`config.mk`:
```
export PLATFORM = sky130hd
export DESIGN_NAME = standby_wake_ctrl
export DESIGN_NICKNAME = d
export VERILOG_FILES = /design/src/rtl/swc_pkg.sv /design/src/rtl/swc_ctrl_reg.sv /design/src/rtl/swc_nmi_edge.sv /design/src/rtl/swc_wait_timer.sv /design/src/rtl/standby_wake_ctrl.sv
export SDC_FILE = /design/constraint.sdc
export NUM_CORES = 1
export LEC_CHECK = 0
export BUFFER_PORTS_ARGS = -buffer_cell sky130_fd_sc_hd__clkbuf_2
export CAP_MARGIN = 30
export CORE_MARGIN = 2
export CORE_UTILIZATION = 45
export DETAILED_ROUTE_END_ITERATION = 10
export GPL_ROUTABILITY_DRIVEN = 0
export GPL_TIMING_DRIVEN = 1
export PLACE_DENSITY = 0.69
export SYNTH_ARGS = -nofsm -noshare
export SYNTH_HDL_FRONTEND = slang
export SYNTH_HIERARCHICAL = 1
export SYNTH_SLANG_ARGS = --single-unit
```
`constraint.sdc`:
```
create_clock -name clk -period 2.7 [get_ports clk]
set_input_delay 0.27 -clock clk [delete_from_list [all_inputs] [get_ports clk]]
set_output_delay 0.27 -clock clk [all_outputs]
set_load 0.03 [all_outputs]
```
`src/rtl/swc_pkg.sv`:
```
// Shared types and helpers for the standby wake-up settling controller.
// Assumes: a 3-bit wait code in which codes above 4 are undefined.
package swc_pkg;

    typedef enum logic [1:0] {
        ST_ACTIVE  = 2'd0,
        ST_STANDBY = 2'd1,
        ST_SETTLE  = 2'd2
    } swc_state_e;

    localparam int unsigned CODE_W   = 3;
    localparam int unsigned MAX_STEP = 4;

    // Turns a raw wait code into a legal exponent step; undefined codes take the longest wait.
    function automatic logic [CODE_W-1:0] legal_step(input logic [CODE_W-1:0] code);
        return (code > CODE_W'(MAX_STEP)) ? CODE_W'(MAX_STEP) : code;
    endfunction

endpackage

```
`src/rtl/swc_ctrl_reg.sv`:
```
// Control register of the settling controller.
// Holds the wait code, UI mode, NMI edge select and RAM enable.
// Assumes: writes take effect at the clock edge; reads are combinational.
// Bit 1 is fixed at 1 and bit 7 at 0.
module swc_ctrl_reg
    import swc_pkg::*;
(
    input  logic              clk,
    input  logic              rst_n,
    input  logic              wr_en,
    input  logic [7:0]        wr_data,
    output logic [7:0]        rd_data,
    output logic [CODE_W-1:0] wait_code,
    output logic              user_mode,
    output logic              edge_rise,
    output logic              ram_en
);

    logic unused_reserved;
    assign unused_reserved = wr_data[7] ^ wr_data[1];

    // Stores the writable fields; the RAM enable is touched only by reset or a write.
    always_ff @(posedge clk) begin
        if (!rst_n) begin
            wait_code <= '0;
            user_mode <= 1'b0;
            edge_rise <= 1'b0;
            ram_en    <= 1'b1;
        end else if (wr_en) begin
            wait_code <= wr_data[6:4];
            user_mode <= wr_data[3];
            edge_rise <= wr_data[2];
            ram_en    <= wr_data[0];
        end
    end

    // Packs the read value with its fixed reserved bits.
    always_comb begin
        rd_data = {1'b0, wait_code, user_mode, edge_rise, 1'b1, ram_en};
    end

    assert_ram_hold_R10: assert property (@(posedge clk) disable iff (!rst_n)
        !wr_en |=> $stable(ram_en));

endmodule

```
`src/rtl/swc_nmi_edge.sv`:
```
// NMI synchroniser and programmable edge detector.
// Assumes: the pin is asynchronous; STAGES >= 2.
// The flops reset to 0, and a change of edge select with a steady pin makes no edge.
module swc_nmi_edge #(
    parameter int unsigned STAGES = 2
) (
    input  logic clk,
    input  logic rst_n,
    input  logic pin,
    input  logic edge_rise,
    output logic hit
);

    logic [STAGES-1:0] sync_q;
    logic              prev_q;
    logic              level;

    assign level = sync_q[STAGES-1];

    // Shifts the pin through the synchroniser and keeps the last synchronised level.
    always_ff @(posedge clk) begin
        if (!rst_n) begin
            sync_q <= '0;
            prev_q <= 1'b0;
        end else begin
            sync_q <= {sync_q[STAGES-2:0], pin};
            prev_q <= level;
        end
    end

    // Qualifies the level change against the selected edge.
    always_comb begin
        if (edge_rise) hit = level & ~prev_q;
        else           hit = ~level & prev_q;
    end

    assert_edge_single_R5: assert property (@(posedge clk) disable iff (!rst_n)
        hit |=> !hit);

endmodule

```
`src/rtl/swc_wait_timer.sv`:
```
// Settling down-counter. A start pulse loads (length - 1).
// done is high in the last counted cycle, after which the counter idles.
// Assumes: start is not raised while the counter is running.
module swc_wait_timer #(
    parameter int unsigned CNT_W = 17
) (
    input  logic             clk,
    input  logic             rst_n,
    input  logic             start,
    input  logic [CNT_W-1:0] load_val,
    output logic             done
);

    logic [CNT_W-1:0] cnt_q;
    logic             run_q;

    // Loads on start, counts down while running, and stops after reaching zero.
    always_ff @(posedge clk) begin
        if (!rst_n) begin
            cnt_q <= '0;
            run_q <= 1'b0;
        end else if (start) begin
            cnt_q <= load_val;
            run_q <= 1'b1;
        end else if (run_q) begin
            if (cnt_q == '0) run_q <= 1'b0;
            else             cnt_q <= cnt_q - CNT_W'(1);
        end
    end

    // Flags the final counted cycle.
    assign done = run_q && (cnt_q == '0);

    assert_count_down_R6: assert property (@(posedge clk) disable iff (!rst_n)
        (run_q && !start && cnt_q != '0) |=> (run_q && cnt_q == $past(cnt_q) - CNT_W'(1)));

    assert_done_single_R9: assert property (@(posedge clk) disable iff (!rst_n)
        (done && !start) |=> !done);

endmodule

```
`src/rtl/standby_wake_ctrl.sv`:
```
// Top of the standby wake-up settling controller.
// Sequences active -> standby -> settle -> active.
// The wait code is captured at standby entry, and a qualifying NMI edge starts
// a wait of 2^(BASE_LOG2+step) states.
// Assumes: standby_enter is a one-cycle request from the CPU.
// Other wake sources are handled elsewhere.
module standby_wake_ctrl
    import swc_pkg::*;
#(
    parameter int unsigned BASE_LOG2   = 13,
    parameter int unsigned SYNC_STAGES = 2
) (
    input  logic       clk,
    input  logic       rst_n,
    input  logic       wr_en,
    input  logic [7:0] wr_data,
    output logic [7:0] rd_data,
    input  logic       standby_enter,
    input  logic       nmi_pin,
    output logic       nmi_req,
    output logic       halted,
    output logic       resume,
    output logic       ui_user_mode,
    output logic       ram_enable
);

    localparam int unsigned CNT_W = BASE_LOG2 + MAX_STEP;

    swc_state_e        state_q;
    logic [CODE_W-1:0] reg_code;
    logic [CODE_W-1:0] held_code_q;
    logic [CODE_W-1:0] use_code;
    logic              edge_rise;
    logic              edge_hit;
    logic              timer_start;
    logic              timer_done;
    logic [CNT_W-1:0]  load_val;

    swc_ctrl_reg u_reg (
        .clk       (clk),
        .rst_n     (rst_n),
        .wr_en     (wr_en),
        .wr_data   (wr_data),
        .rd_data   (rd_data),
        .wait_code (reg_code),
        .user_mode (ui_user_mode),
        .edge_rise (edge_rise),
        .ram_en    (ram_enable)
    );

    swc_nmi_edge #(.STAGES(SYNC_STAGES)) u_nmi (
        .clk       (clk),
        .rst_n     (rst_n),
        .pin       (nmi_pin),
        .edge_rise (edge_rise),
        .hit       (edge_hit)
    );

    swc_wait_timer #(.CNT_W(CNT_W)) u_timer (
        .clk      (clk),
        .rst_n    (rst_n),
        .start    (timer_start),
        .load_val (load_val),
        .done     (timer_done)
    );

    // Chooses the code: live register on a coincident entry, otherwise the captured one.
    always_comb begin
        use_code = (state_q == ST_ACTIVE) ? reg_code : held_code_q;
        load_val = (CNT_W'(1) << (BASE_LOG2 + 32'(legal_step(use_code)))) - CNT_W'(1);
    end

    // Starts settling on a qualifying edge in standby, or together with the entry request.
    always_comb begin
        timer_start = edge_hit &&
                      ((state_q == ST_STANDBY) ||
                       (state_q == ST_ACTIVE && standby_enter));
    end

    // Steps the power-state machine and captures the wait code at entry.
    always_ff @(posedge clk) begin
        if (!rst_n) begin
            state_q     <= ST_ACTIVE;
            held_code_q <= '0;
        end else begin
            case (state_q)
                ST_ACTIVE: begin
                    if (standby_enter) begin
                        held_code_q <= reg_code;
                        state_q     <= edge_hit ? ST_SETTLE : ST_STANDBY;
                    end
                end
                ST_STANDBY: if (edge_hit)   state_q <= ST_SETTLE;
                ST_SETTLE:  if (timer_done) state_q <= ST_ACTIVE;
                default:                    state_q <= ST_ACTIVE;
            endcase
        end
    end

    // Drives the outputs seen by the CPU.
    always_comb begin
        halted  = (state_q != ST_ACTIVE);
        resume  = (state_q == ST_SETTLE) && timer_done;
        nmi_req = edge_hit;
    end

    assert_resume_releases_R9: assert property (@(posedge clk) disable iff (!rst_n)
        resume |=> (!halted && !resume));

    assert_enter_halts_R4: assert property (@(posedge clk) disable iff (!rst_n)
        (!halted && standby_enter) |=> halted);

    assert_stay_halted_R4: assert property (@(posedge clk) disable iff (!rst_n)
        (halted && !resume) |=> halted);

    assert_active_holds_R4: assert property (@(posedge clk) disable iff (!rst_n)
        (!halted && !standby_enter) |=> !halted);

endmodule

```
==> impl_metrics.json <==
{
  "yosys.area_share.simple": 0.310,
  "via_per_inst": 5.87,
  "fin_cells": 326,
  "crit_required_ns": 2.43,
  "detail-route-antenna-nets": 0,
  "crit_type": "reg2out",
  "combPwrFrac": 0.248,
  "via_count": 1915,
  "avgSynthCellArea_sq_um": 8.37,
  "grtUsageTotal": 0.193,
  "final_nets": 287,
  "p_leak_nw": 0.929,
  "grt_start_max_net_pins": 35,
  "synth_area_leaders": "dfxtp_1 30%, o21ai_0 5.8%, mux2i_1 3.3%, buf_4 3.1%, nand2_1 2.8%",
  "synthCells": 257,
  "yosys.area.top_type": "dfxtp_1",
  "fin_skew_ns": 0.00462,
  "cap_violations": 0,
  "tightest_slew_ns": 0.762,
  "placed_cells": 318,
  "powerDensity_nw_per_um2": 542,
  "cts_setup_buffers": 0,
  "wl_per_cell_um": 14.8,
  "yosysMostFrequentCell": "dfxtp_1",
  "p_total_mw": 1.32,
  "drt-initial-drc-count": 150,
  "syn_nets": 273,
  "cts_inserted_buffers": 5,
  "htree_levels": 2,
  "synth_cell_types": 60,
  "fin_ws_ns": 0.160,
  "r2r_setup_slack_ns": 0.24,
  "drtPass1Iterations": 4,
  "max_clock_freq_mhz": 394,
  "cts_buffer_depth": 2,
  "hp-class": "in2reg",
  "clk_pin_slew_worst_paths_ns": 0.07,
  "peakVddDrop_v": 0.000329,
  "synth_compound_area_frac": 0.231,
  "yosys.area_share.adder": 0.0174,
  "synth_ff_type": "dfxtp_1",
  "setup_viol": 0,
  "final.min_clock_period_ns": 2.54,
  "drive_gt1_frac": 0.265,
  "core-area_sq_um": 4660,
  "p_sw_mw": 0.414,
  "startpoint": "u_timer/cnt_q[0]",
  "synth_xor_area_frac": 0.0163,
  "cts_resized": 0,
  "route.detailed.drc": 0,
  "grt_pass1_vias": 1683,
  "grt_pass1_wl_um": 7970,
  "cp-endpoint": "resume",
  "synth_top_cell_area_share": 0.298,
  "intPower_mw": 0.908,
  "mappedNetlistArea_sq_um": 2150,
  "synth_top_family_by_area": "simple AND/OR/NAND/NOR gates",
  "finalCritPeriodShare": 0.941,
  "startpoint_type": "register",
  "rr_startpoint": "u_reg/wait_code[2]",
  "area_growth_pct": 13.4,
  "clkSinkCount": 32,
  "maxSlewViolCount": 0,
  "insertion_delay_ns": 0.29,
  "hpwl_um": 3500,
  "diodes": 0,
  "die_y_um": 73.2,
  "hold_viol": 0,
  "initial_core_util": 0.462,
  "synth-seq-area-share": 0.298,
  "reg2reg_to": "u_timer/cnt_q[10]",
  "switching_share": 0.313,
  "path_max_fanout": 4,
  "synthMuxAreaShare": 0.0326,
  "ys_seq_elements": 32,
  "ys_top_cells_by_count": "32 x dfxtp_1, 25 x o21ai_0, 16 x nand2_1",
  "r2r_cells": 12,
  "p_clk_frac": 0.351,
  "antenna_found_initial": 0,
  "cp-end-kind": "output port",
  "async_flop_share": 0,
  "rsz0062_at_grt": "false",
  "rows": 25,
  "drt_wl_total_um": 4810,
  "cp.arrival_ns": 2.27,
  "cts_tree": "done",
  "synth_edf_count": 0,
  "tns_ns": 0,
  "grt_overflow": 0,
  "place_ws_ns": 0.0724,
  "io_pins": 26,
  "fp.dieW_um": 73.2,
  "status": "finished clean",
  "synth_warnings": 6,
  "dieArea_sq_um": 5350,
  "cts-root-buf": "clkbuf_8",
  "p_seq_frac": 0.401,
  "io_buffer_count": 21,
  "holdBufCountCts": 0,
  "slew-limit-headroom": 0.492
}
[power groups by stage]
stage          combinational, mW  clock, mW  sequential (mW)
6_report                   0.328      0.464            0.530
5_1_grt                    0.361      0.494            0.534
4_1_cts                    0.323      0.470            0.530
3_5_place_dp               0.322          0            0.540
3_3_place_gp               0.317          0            0.539
2_1_floorplan              0.260          0            0.535
[worst min path at each step]
stage,startpoint,to,slack (ns),cells after the start
5_1_grt,nmi_pin,u_nmi/sync_q[0],0.19,2
6_report,nmi_pin,u_nmi/sync_q[0],0.19,2
2_1_floorplan,rst_n,u_reg/ram_en,0.33,1
4_1_cts,nmi_pin,u_nmi/sync_q[0],0.19,2
3_3_place_gp,u_nmi/sync_q[0],u_nmi/sync_q[1],0.41,1
3_5_place_dp,u_nmi/sync_q[0],u_nmi/sync_q[1],0.41,1
[flip-flops by register name, summed over array words and instances (netlist names)]
name             count
u_timer/run_q        1
u_reg/user_mode      1
u_reg/wait_code      3
u_reg/ram_en         1
u_nmi/prev_q         1
held_code_q          3
u_timer/cnt_q       17
state_q              2
u_reg/edge_rise      1
u_nmi/sync_q         2
[critical path: stages (launching register included)]
cell and delay, ns:
dfxtp_1 0.34, inv_1 0.08, ha_1 0.21, nor4bb_2 0.36, nand2_1 0.12, nor4_1 0.44
and3b_1 0.22, clkbuf_2 0.20
[layer usage]
metal / wire length [um] / track usage
met4: 70 / 0.0576
met3: 210 / 0.0428
met1: 2290 / 0.257
met2: 2240 / 0.310
met5: 0 / 0
[placed cells by master (no fill, tap or decap), types with 5 or more instances in the layout]
cell type	instances
or2_2	5
a21boi_0	5
nor3_1	7
and2_1	6
nor2b_1	5
dfxtp_1	28
nor2_1	8
or3_1	6
nand3_1	7
nand2_1	16
buf_4	12
a21oi_1	5
inv_1	11
clkbuf_2	21
a31oi_1	8
o21ai_0	24
clkbuf_8	5
mux2i_1	7
[final cells by class]
class	instances	area (sq um)
clock buffers	5	68.8
clock inverters	3	42.5
fillers	432	2220
inverters	11	41.3
multi-input cells	188	1370
flip-flops and latches	32	656
well taps	54	67.6
repair buffers	33	195
[through the flow]
stage / util / hold slack, ns / cell area, sq um
final: 0.524 / 0.188 / 2440
after global placement: 0.496 / 0.408 / 2310
after floorplan: - / 0.332 / 2220
after detailed placement: 0.496 / 0.414 / 2310
after CTS: 0.519 / 0.188 / 2420
after global routing: 0.524 / 0.191 / 2440
[cells by family after synthesis]
logic type | Yosys count
xor gates and xnor gates | 4
adders and majority gates | 3
muxes | 7
DFF | 32
buffers and inverters | 37
and+or+nand+nor | 102
other | 2
AOI/OAI and AO/OA | 70
Note: power is estimated with default switching activity, not from simulation.
